==> config.mk <==
export PLATFORM = sky130hd
export DESIGN_NAME = fdc_cmd_status
export DESIGN_NICKNAME = d
export VERILOG_FILES = /design/src/rtl/fdc_pkg.sv /design/src/rtl/fdc_tick_gen.sv /design/src/rtl/fdc_sector_seq.sv /design/src/rtl/fdc_flag_regs.sv /design/src/rtl/fdc_status_mux.sv /design/src/rtl/fdc_cmd_status.sv
export SDC_FILE = /design/constraint.sdc
export NUM_CORES = 1
export LEC_CHECK = 0
export BUFFER_PORTS_ARGS = -buffer_cell sky130_fd_sc_hd__buf_2
export CAP_MARGIN = 20
export CORE_ASPECT_RATIO = 1.75
export CORE_UTILIZATION = 52
export CTS_CLUSTER_SIZE = 20
export DETAILED_ROUTE_END_ITERATION = 8
export PLACE_DENSITY = 0.77
export SLEW_MARGIN = 15
export SYNTH_ARGS = -nofsm -noshare
export SYNTH_HDL_FRONTEND = slang
export SYNTH_HIERARCHICAL = 1
export SYNTH_SLANG_ARGS = --single-unit
==> constraint.sdc <==
create_clock -name clk -period 3.17 [get_ports clk]
set_clock_uncertainty 0.1 [all_clocks]
set_input_delay 0.1585 -clock clk [delete_from_list [all_inputs] [get_ports clk]]
set_output_delay 0.1585 -clock clk [all_outputs]
set_load 0.02 [all_outputs]
==> src/rtl/fdc_pkg.sv <==
package fdc_pkg;

  typedef enum logic [1:0] {
    SP_ROM    = 2'd0,
    SP_WDATA  = 2'd1,
    SP_ORDERS = 2'd2,
    SP_CMD    = 2'd3
  } space_e;

  typedef enum logic [3:0] {
    CMD_NOP       = 4'd0,
    CMD_CLR_SF    = 4'd1,
    CMD_IRQ_OFF   = 4'd2,
    CMD_IRQ_ON    = 4'd3,
    CMD_BODY      = 4'd4,
    CMD_MOTOR_ON  = 4'd5,
    CMD_WRITE     = 4'd6,
    CMD_MOTOR_OFF = 4'd7
  } cmd_e;

  typedef enum logic [3:0] {
    VW_A  = 4'd1,
    VW_B  = 4'd2,
    VW_C  = 4'd3,
    VW_RD = 4'd4
  } view_e;

  typedef struct packed {
    logic sf;
    logic ix;
    logic wi;
    logic re;
    logic bd;
    logic mo;
    logic ie;
  } flags_t;

endpackage

==> src/rtl/fdc_tick_gen.sv <==
module fdc_tick_gen #(
  parameter int PW = 8
) (
  input  logic          clk,
  input  logic          rst,
  input  logic [PW-1:0] div,
  output logic          tick
);

  logic [PW-1:0] pcnt_q;

  // A count that overshoots a lowered divide value still ends the period.
  assign tick = (pcnt_q >= div);

  always_ff @(posedge clk) begin
    if (rst)       pcnt_q <= '0;
    else if (tick) pcnt_q <= '0;
    else           pcnt_q <= pcnt_q + PW'(1);
  end

endmodule

==> src/rtl/fdc_sector_seq.sv <==
module fdc_sector_seq #(
  parameter int NDRV       = 4,
  parameter int NSECT      = 10,
  parameter int SECT_TICKS = 10,
  parameter int WIN_AT     = 2,
  parameter int RE_AT      = 3,
  localparam int DW = (NDRV > 1) ? $clog2(NDRV) : 1,
  localparam int SW = (NSECT > 1) ? $clog2(NSECT) : 1,
  localparam int CW = $clog2(SECT_TICKS + 1)
) (
  input  logic          clk,
  input  logic          rst,
  input  logic          tick,
  input  logic [DW-1:0] drv_sel,
  output logic          ev_win,
  output logic          ev_rden,
  output logic          ev_sect,
  output logic          ev_wrap,
  output logic [SW-1:0] sec_cur,
  output logic [SW-1:0] sec_nxt
);

  logic [CW-1:0] cnt_arr [NDRV];
  logic [SW-1:0] sec_arr [NDRV];

  for (genvar d = 0; d < NDRV; d++) begin : g_drv
    logic [CW-1:0] cnt_q;
    logic [SW-1:0] sec_q;
    logic          adv;
    logic [CW-1:0] cnt_inc;
    logic          last;
    logic          wrap;

    assign adv     = tick && (drv_sel == DW'(d));
    assign cnt_inc = cnt_q + CW'(1);
    assign last    = (cnt_inc == CW'(SECT_TICKS));
    assign wrap    = (sec_q == SW'(NSECT - 1));

    always_ff @(posedge clk) begin
      if (rst) begin
        cnt_q <= '0;
        sec_q <= '0;
      end else if (adv) begin
        cnt_q <= last ? '0 : cnt_inc;
        if (last) sec_q <= wrap ? '0 : sec_q + SW'(1);
      end
    end

    assign cnt_arr[d] = cnt_q;
    assign sec_arr[d] = sec_q;
  end

  logic [CW-1:0] sel_cnt;
  logic [CW-1:0] sel_inc;

  always_comb begin
    sel_cnt = '0;
    sec_cur = '0;
    for (int d = 0; d < NDRV; d++) begin
      if (drv_sel == DW'(d)) begin
        sel_cnt = cnt_arr[d];
        sec_cur = sec_arr[d];
      end
    end
  end

  // A drive_sel value beyond NDRV matches no drive and raises no event.
  logic sel_ok;
  always_comb begin
    sel_ok = 1'b0;
    for (int d = 0; d < NDRV; d++)
      if (drv_sel == DW'(d)) sel_ok = 1'b1;
  end

  assign sel_inc = sel_cnt + CW'(1);
  assign ev_win  = tick && sel_ok && (sel_inc == CW'(WIN_AT));
  assign ev_rden = tick && sel_ok && (sel_inc == CW'(RE_AT));
  assign ev_sect = tick && sel_ok && (sel_inc == CW'(SECT_TICKS));
  assign ev_wrap = ev_sect && (sec_cur == SW'(NSECT - 1));
  assign sec_nxt = !ev_sect ? sec_cur : (ev_wrap ? '0 : sec_cur + SW'(1));

endmodule

==> src/rtl/fdc_flag_regs.sv <==
module fdc_flag_regs
  import fdc_pkg::*;
(
  input  logic       clk,
  input  logic       rst,
  input  logic       acc_cmd,
  input  logic [3:0] code,
  input  logic       ev_win,
  input  logic       ev_rden,
  input  logic       ev_sect,
  input  logic       ev_wrap,
  output flags_t     flg_q,
  output flags_t     flg_n
);

  always_comb begin
    flg_n = flg_q;
    // Sector timing events first, so a command in the same cycle overrides.
    if (ev_win)  flg_n.wi = 1'b1;
    if (ev_rden) begin
      flg_n.re = 1'b1;
      flg_n.bd = 1'b1;
    end
    if (ev_sect) begin
      flg_n.sf = 1'b1;
      flg_n.wi = 1'b0;
      flg_n.re = 1'b0;
      flg_n.bd = 1'b0;
      flg_n.ix = ev_wrap;
    end
    if (acc_cmd) begin
      case (code)
        CMD_CLR_SF:    flg_n.sf = 1'b0;
        CMD_IRQ_OFF:   flg_n.ie = 1'b0;
        CMD_IRQ_ON:    flg_n.ie = 1'b1;
        CMD_MOTOR_ON:  flg_n.mo = 1'b1;
        CMD_MOTOR_OFF: flg_n.mo = 1'b0;
        default:       ;
      endcase
    end
  end

  always_ff @(posedge clk) begin
    if (rst) flg_q <= '0;
    else     flg_q <= flg_n;
  end

endmodule

==> src/rtl/fdc_status_mux.sv <==
module fdc_status_mux
  import fdc_pkg::*;
#(
  parameter int SW = 4
) (
  input  flags_t        flg,
  input  logic [3:0]    view,
  input  logic          wr_active,
  input  logic          wprot,
  input  logic          trk0,
  input  logic [SW-1:0] sec,
  input  logic [7:0]    rd_byte,
  output logic [7:0]    stat
);

  logic [3:0] upper;
  assign upper = {flg.sf, flg.ix, 1'b1, flg.mo};

  always_comb begin
    case (view)
      VW_A:    stat = {upper, flg.wi, flg.re, 1'b0, flg.bd};
      VW_B:    stat = {upper, wr_active, 1'b0, wprot, trk0};
      VW_C:    stat = {upper, 4'(sec)};
      VW_RD:   stat = rd_byte;
      default: stat = {upper, 4'b0000};
    endcase
  end

endmodule

==> src/rtl/fdc_cmd_status.sv <==
module fdc_cmd_status
  import fdc_pkg::*;
#(
  parameter int NDRV       = 4,
  parameter int NSECT      = 10,
  parameter int SECT_TICKS = 10,
  parameter int WIN_AT     = 2,
  parameter int RE_AT      = 3,
  parameter int PW         = 8,
  localparam int DW = (NDRV > 1) ? $clog2(NDRV) : 1,
  localparam int SW = (NSECT > 1) ? $clog2(NSECT) : 1
) (
  input  logic          clk,
  input  logic          rst,
  input  logic          acc_valid,
  input  logic [9:0]    acc_addr,
  input  logic [DW-1:0] drv_sel,
  input  logic [PW-1:0] presc_div,
  input  logic [7:0]    rom_byte,
  input  logic [7:0]    rd_byte,
  input  logic          wr_active,
  input  logic          wprot,
  input  logic          trk0,
  output logic [7:0]    dout,
  output logic [3:0]    space_o,
  output logic          int_en,
  output logic          motor_on
);

  space_e        space;
  logic          acc_cmd;
  logic          tick;
  logic          ev_win, ev_rden, ev_sect, ev_wrap;
  logic [SW-1:0] sec_cur, sec_nxt;
  flags_t        flg_q, flg_n;
  logic [7:0]    stat;
  logic [7:0]    byte_sel;

  assign space   = space_e'(acc_addr[9:8]);
  assign acc_cmd = acc_valid && (space == SP_CMD);

  fdc_tick_gen #(.PW(PW)) i_tick (
    .clk  (clk),
    .rst  (rst),
    .div  (presc_div),
    .tick (tick)
  );

  fdc_sector_seq #(
    .NDRV(NDRV), .NSECT(NSECT), .SECT_TICKS(SECT_TICKS),
    .WIN_AT(WIN_AT), .RE_AT(RE_AT)
  ) i_seq (
    .clk     (clk),
    .rst     (rst),
    .tick    (tick),
    .drv_sel (drv_sel),
    .ev_win  (ev_win),
    .ev_rden (ev_rden),
    .ev_sect (ev_sect),
    .ev_wrap (ev_wrap),
    .sec_cur (sec_cur),
    .sec_nxt (sec_nxt)
  );

  fdc_flag_regs i_flags (
    .clk     (clk),
    .rst     (rst),
    .acc_cmd (acc_cmd),
    .code    (acc_addr[3:0]),
    .ev_win  (ev_win),
    .ev_rden (ev_rden),
    .ev_sect (ev_sect),
    .ev_wrap (ev_wrap),
    .flg_q   (flg_q),
    .flg_n   (flg_n)
  );

  fdc_status_mux #(.SW(SW)) i_mux (
    .flg       (flg_n),
    .view      (acc_addr[7:4]),
    .wr_active (wr_active),
    .wprot     (wprot),
    .trk0      (trk0),
    .sec       (sec_nxt),
    .rd_byte   (rd_byte),
    .stat      (stat)
  );

  always_comb begin
    case (space)
      SP_ROM:  byte_sel = rom_byte;
      SP_CMD:  byte_sel = stat;
      default: byte_sel = 8'h00;
    endcase
  end

  always_ff @(posedge clk) begin
    if (rst) begin
      dout    <= '0;
      space_o <= '0;
    end else begin
      space_o <= acc_valid ? (4'b0001 << acc_addr[9:8]) : 4'b0000;
      if (acc_valid) dout <= byte_sel;
    end
  end

  assign int_en   = flg_q.ie;
  assign motor_on = flg_q.mo;

endmodule

==> results.sh, run 1 <==
export IMPL_reg2reg_from="i_tick/pcnt_q[1]$_SDFF_PP0_"
export IMPL_hold_violations=0
export IMPL_wl_per_cell_um=15.2
export IMPL_finalNetCount=546
export IMPL_num_vias=3299
export IMPL_r2r_slack_ps=110
export IMPL_start_util=0.541
export IMPL_maxCapViolations=0
export IMPL_antenna_found_initial=0
export IMPL_yosys_warnings=6
export IMPL_critPathSlowestCell="or4_4"
export IMPL_syn_area_um2=3740
export IMPL_syn_mean_instance_area_um2=8.96
export IMPL_drv_slew=0
export IMPL_critPathRequiredTime_ps=3270
export IMPL_clockRootBuffer="clkbuf_16"
export IMPL_cp_arrival_ps=3160
export IMPL_dieArea_um2=7540
export IMPL_status="finished, final reports clean"
export IMPL_numPlacedInstances=550
export IMPL_cp_start_kind="register"
export IMPL_final_cells=572
export IMPL_cpMostUsedCell="nor2_1"
export IMPL_worstMarginPinSlew_ps=810
export IMPL_grt_pass1_wl_mm=13.7
export IMPL_route_detailed_drc=0
export IMPL_cts_tree="done"
export IMPL_clk_path_buf_depth=2
export IMPL_ioPinCount=56
export IMPL_worstPathMaxFanout=3
export IMPL_fp_row_count=40
export IMPL_fin_hold_ws_ps=12.1
export IMPL_crit_chain="ha_1, or4_4, a21oi_4, o31ai_2, buf_4, nand2b_4, o22ai_2, nor2b_1, and3b_1, nor2_2, nor2_1, mux2_2, a32oi_1, nor2_1, a22oi_1, o32ai_1"
export IMPL_cp_slowest_stage_delay_ps=550
export IMPL_coreArea_um2=6910
export IMPL_crit_type="register to register"
export IMPL_fin_crit_ps=3060
export IMPL_synth_fp_nets=480
export IMPL_fin_crit_sh=0.965
export IMPL_numClockSinks=59
export IMPL_hold_path_class="input pin to register"
export IMPL_numPortBuffers=55
export IMPL_r2r_end="dout[2]$_SDFFE_PP0P_"
export IMPL_drt_iter0_markers=143
export IMPL_leakagePower_nw=1.93
export IMPL_htreeDepth=3
export IMPL_finalSetupTns_ps=0
export IMPL_relSlewSlack=0.460
export IMPL_ir_drop_v=0.000359
export IMPL_r2r_cells=16
export IMPL_hold_start="rom_byte[4]"
export IMPL_first_pass_iters=4
export IMPL_track_usage=0.241
export IMPL_holdPathEnd="dout[4]$_SDFFE_PP0P_"
export IMPL_die_w_um=66.1
export IMPL_grt_start_max_net_pins=45
export IMPL_syn_to_final_growth_pct=21.2
export IMPL_die_y_um=114
export IMPL_power_mw=2.03
export IMPL_netlist_instances=417
export IMPL_diodes=0
export IMPL_drt_wl_total_mm=8.69
export IMPL_drive_gt1_frac=0.252
export IMPL_cts_inserted_buffers=9
export IMPL_vias_per_cell=5.77
export IMPL_grt_overflow_total=0
export IMPL_max_freq_mhz=327
export IMPL_clock_latency_ps=330
export IMPL_crit_path_end_kind="register"
export IMPL_ant_nets=0
export IMPL_setup_viol=0
export IMPL_gp_congestion=0.828
export IMPL_cts_clk_slew_worst_paths_ps=50
export IMPL_hold_depth=3
export IMPL_grt_pass1_vias=3155
export IMPL_p_per_area_nw_per_um2=448
export IMPL_dp_hpwl_mm=6.17
[cell type report]
cell class / count / area (um^2)
inverters: 35 / 131
flip-flops and latches: 59 / 1180
multi-input cells: 305 / 2350
well taps: 84 / 105
clock inverters: 5 / 100
clock buffers: 11 / 243
repair buffers: 73 / 420
fillers: 562 / 2380
[repair_timing]
| item | in CTS | in global routing |
|---|---|---|
| setup buffers | 0 | 2 |
| hold buffers | 4 | 0 |
| endpoints found under the hold margin | 4 | 0 |
| pin swaps | 0 | 4 |
| setup endpoints to repair | 1 | 4 |
| resized for setup | 1 | 11 |
[worst max-delay path: cells and delay by family (launching register included)]
family / cells / cell delay [ps]
multiplexers: 1 / 260
AO/OA/AOI/OAI: 6 / 690
buffers and inverters: 1 / 170
flip-flops: 1 / 330
AND/OR/NAND/NOR: 7 / 1200
adder cells (fa/ha/maj): 1 / 180
[registers in the layout, summed over array words and instances, names as in the netlist]
signal / flops
space_o: 4
i_seq/g_drv.sec_q: 16
i_flags/flg_q: 7
i_tick/pcnt_q: 8
i_seq/g_drv.cnt_q: 16
dout: 8
[power breakdown]
part,switching (mW),internal [mW],leakage (nW)
Sequential,0.00498,0.751,0.477
Clock,0.334,0.785,0.169
Combinational,0.0840,0.0710,1.28
Total,0.423,1.61,1.93
[stage by stage]
step / worst slack, ps / area, um^2 / util
floorplan: 17.2 / 3740 / -
global placement: 73.5 / 4090 / 0.592
detailed placement: -46.0 / 4090 / 0.592
CTS: 19.6 / 4470 / 0.648
global route: -42.6 / 4530 / 0.656
finish: 110 / 4530 / 0.656
[worst max-delay path by stage]
| stage | depth (start not counted) | from | to | slack (ps) |
|---|---|---|---|---|
| finish | 16 | i_tick/pcnt_q[1]$_SDFF_PP0_ | dout[2]$_SDFFE_PP0P_ | 110 |
| CTS | 16 | i_tick/pcnt_q[3]$_SDFF_PP0_ | dout[2]$_SDFFE_PP0P_ | 20 |
| global placement | 16 | i_tick/pcnt_q[2]$_SDFF_PP0_ | dout[2]$_SDFFE_PP0P_ | 70 |
| floorplan | 14 | i_tick/pcnt_q[0]$_SDFF_PP0_ | dout[6]$_SDFFE_PP0P_ | 20 |
| global route | 16 | i_tick/pcnt_q[1]$_SDFF_PP0_ | dout[2]$_SDFFE_PP0P_ | -40 |
| detailed placement | 16 | i_tick/pcnt_q[2]$_SDFF_PP0_ | dout[2]$_SDFFE_PP0P_ | -50 |
[cells in the final DEF, fill, tap and decap left out, types with 10 or more instances in the layout]
cell     count
buf_4       14
inv_1       34
a21oi_1     14
xnor2_1     12
o21ai_0     12
dfxtp_1     57
nor3_1      10
buf_2       55
ha_1        20
nand2_1     20
a22oi_1     13
nor2b_1     12
o32ai_1     10
nor2_1      52
nand3_1     11
[per-layer routing]
metal | wire length, um | vias up | track usage
met3 | 332 | 18 | 0.0508
met2 | 4820 | 80 | 0.448
met4 | 206 | 0 | 0.130
met5 | 0 | - | 0
li1 | - | 1632 | -
met1 | 3330 | 1569 | 0.239
(Power assumes the default switching activity.)
==> run 2, diff against run 1 <==
--- a/config.mk
+++ b/config.mk
@@ -12,6 +12,7 @@
 export CTS_CLUSTER_SIZE = 20
 export DETAILED_ROUTE_END_ITERATION = 8
 export PLACE_DENSITY = 0.77
+export SETUP_SLACK_MARGIN = 0.4
 export SLEW_MARGIN = 15
 export SYNTH_ARGS = -nofsm -noshare
 export SYNTH_HDL_FRONTEND = slang
==> run 2 against run 1 <==
Effect of this change: setup slack better by 87 ps; largest cell class unchanged; sequential power about the same; first-iteration DRC count up 24%; maximum frequency rose by 2.9%; wire length fell by 1.3%; power fell by 11%; final area is 2.5% higher; flip-flop and latch count stayed put; non-clock buffer count is 7 higher; sequential share of layout area is 0.43 points lower; highest routed layer unchanged.
==> results.sh, run 2 (synthesized netlist as in run 1, its figures left out) <==
export IMPL_status="finished, final reports clean"
export IMPL_numClockSinks=59
export IMPL_drt_iter0_markers=177
export IMPL_crit_chain="ha_4, or4_4, a21oi_4, o31ai_4, nand2b_1, o22ai_2, nor2b_1, and3b_1, nor2_2, nor2_1, mux2_2, a32oi_1, nor2_1, a22oi_1, o32ai_1"
export IMPL_drt_wl_total_mm=8.58
export IMPL_cp_slowest_stage_delay_ps=550
export IMPL_setup_viol=0
export IMPL_seqPwrFrac=0.416
export IMPL_die_w_um=66.1
export IMPL_grt_start_max_net_pins=51
export IMPL_num_vias=3312
export IMPL_r2r_slack_ps=200
export IMPL_cp_arrival_ps=3070
export IMPL_max_freq_mhz=336
export IMPL_wl_met2_mm=4.64
export IMPL_worstMarginPinSlew_ps=904
export IMPL_cts_clk_slew_worst_paths_ps=50
export IMPL_grt_overflow_total=0
export IMPL_wl_met1_mm=3.32
export IMPL_cts_inserted_buffers=9
export IMPL_netSwitchingFraction=0.230
export IMPL_drv_slew=0
export IMPL_r2r_cells=15
export IMPL_diodes=0
export IMPL_endpoint="dout[2]$_SDFFE_PP0P_"
export IMPL_stdcell_area_um2=4640
export IMPL_coreArea_um2=6910
export IMPL_dieArea_um2=7540
export IMPL_top_layer_used="met4"
export IMPL_grt_pass1_wl_mm=13.5
export IMPL_crit_type="register to register"
export IMPL_vias_per_cell=5.72
export IMPL_hold_start="rom_byte[5]"
export IMPL_clockRootBuffer="clkbuf_16"
export IMPL_dp_hpwl_mm=6.12
export IMPL_antenna_found_initial=0
export IMPL_ant_nets=0
export IMPL_fin_crit_ps=2970
export IMPL_p_per_area_nw_per_um2=391
export IMPL_mostFrequentLayoutCells="dfxtp_1, buf_2, nor2_1"
export IMPL_gp_congestion=0.826
export IMPL_clock_latency_ps=330
export IMPL_fin_crit_sh=0.938
export IMPL_p_comb_frac=0.093
export IMPL_r2r_end="dout[2]$_SDFFE_PP0P_"
export IMPL_hold_path_class="input pin to register"
export IMPL_critPathLaunch="i_tick/pcnt_q[2]$_SDFF_PP0_"
export IMPL_cpMostUsedCell="nor2_1"
export IMPL_track_usage=0.234
export IMPL_drive_gt1_frac=0.293
export IMPL_start_util=0.541
export IMPL_hold_violations=0
export IMPL_power_share_clock=0.491
export IMPL_crit_path_end_kind="register"
export IMPL_grt_pass1_vias=3109
export IMPL_finalSetupTns_ps=0
export IMPL_wl_per_cell_um=14.8
export IMPL_relSlewSlack=0.398
export IMPL_rsz0062_at_grt="yes"
export IMPL_ioPinCount=56
export IMPL_fp_row_count=40
export IMPL_ir_drop_v=0.000360
export IMPL_reg_top3="i_seq/g_drv.cnt_q x16, i_seq/g_drv.sec_q x16"
export IMPL_p_int_mw=1.40
export IMPL_numPortBuffers=55
export IMPL_htreeDepth=3
export IMPL_clk_path_buf_depth=2
export IMPL_cp_start_kind="register"
export IMPL_worstPathMaxFanout=4
export IMPL_leakagePower_nw=1.94
export IMPL_maxCapViolations=0
export IMPL_reg2reg_from="i_tick/pcnt_q[2]$_SDFF_PP0_"
export IMPL_p_sw_mw=0.416
export IMPL_cts_tree="done"
export IMPL_critPathRequiredTime_ps=3260
export IMPL_die_y_um=114
export IMPL_finalNetCount=553
export IMPL_wl_met3_um=330
export IMPL_placed_area_um2=4120
export IMPL_first_pass_iters=4
export IMPL_critPathSlowestCell="or4_4"
export IMPL_route_detailed_drc=0
export IMPL_syn_to_final_growth_pct=24.3
## run 2: cell count changes in the layout (fill, tap and decap cells not counted), moves of 3 or more
cell       previous run  this run
buf_4                14        18
buf_6                 0         3
bufinv_16             3         0
dfxtp_4               0         3
nor2_1               52        49
## run 2: repair_timing
action	in CTS	in global routing
setup buffers	5	6
pin swaps	4	8
gates resized for setup	9	26
endpoints found under the setup margin	8	14
hold buffers	4	0
hold endpoints to repair	4	0
## run 2: final cells by class
| type | count | area (um^2) |
|---|---|---|
| clock inverters | 2 | 10.0 |
| fillers | 563 | 2260 |
| clock buffers | 14 | 264 |
| multi-input cells | 305 | 2460 |
| well taps | 84 | 105 |
| flip-flops and latches | 59 | 1190 |
| inverters | 35 | 131 |
| repair buffers | 80 | 484 |
## run 2: layer usage
metal / global-route usage / vias to the layer above
met4: 0.130 / 0
li1: - / 1646
met2: 0.435 / 74
met1: 0.231 / 1573
met3: 0.0518 / 19
met5: 0 / -
## run 2: worst max-delay path: cells and delay by family (launching register included)
kind | cells | cell delay, ps
DFF | 1 | 360
and+or+nand+nor | 7 | 1210
AOI/OAI and AO/OA | 6 | 750
muxes | 1 | 260
adders and majority gates | 1 | 160
## run 2: worst min path at each step
stage                                 end  slack (ps)  cells after the start
detailed placement  space_o[0]$_SDFF_PP0_         290                      2
global route         dout[7]$_SDFFE_PP0P_          20                      3
floorplan           space_o[2]$_SDFF_PP0_         130                      1
CTS                  dout[5]$_SDFFE_PP0P_         0.2                      3
global placement    space_o[2]$_SDFF_PP0_         290                      2
finish               dout[5]$_SDFFE_PP0P_           8                      3
## run 2: stage by stage
stage          total power, mW  std cells  worst slack (ps)  hold WS [ps]  utilization
2_1_floorplan            0.872        417               247           134            -
3_3_place_gp             0.914        548               206           290        0.597
3_5_place_dp             0.919        548               136           292        0.597
4_1_cts                   1.82        573               240         0.183        0.651
5_1_grt                   1.88        579              46.9          20.8        0.672
6_report                  1.81        579               197          8.40        0.672
## run 2: power groups by stage
stage / clock [mW] / combinational (mW) / sequential [mW]
2_1_floorplan: 0 / 0.0965 / 0.775
3_3_place_gp: 0 / 0.143 / 0.771
3_5_place_dp: 0 / 0.147 / 0.771
4_1_cts: 0.909 / 0.156 / 0.756
5_1_grt: 0.941 / 0.182 / 0.755
6_report: 0.891 / 0.168 / 0.756
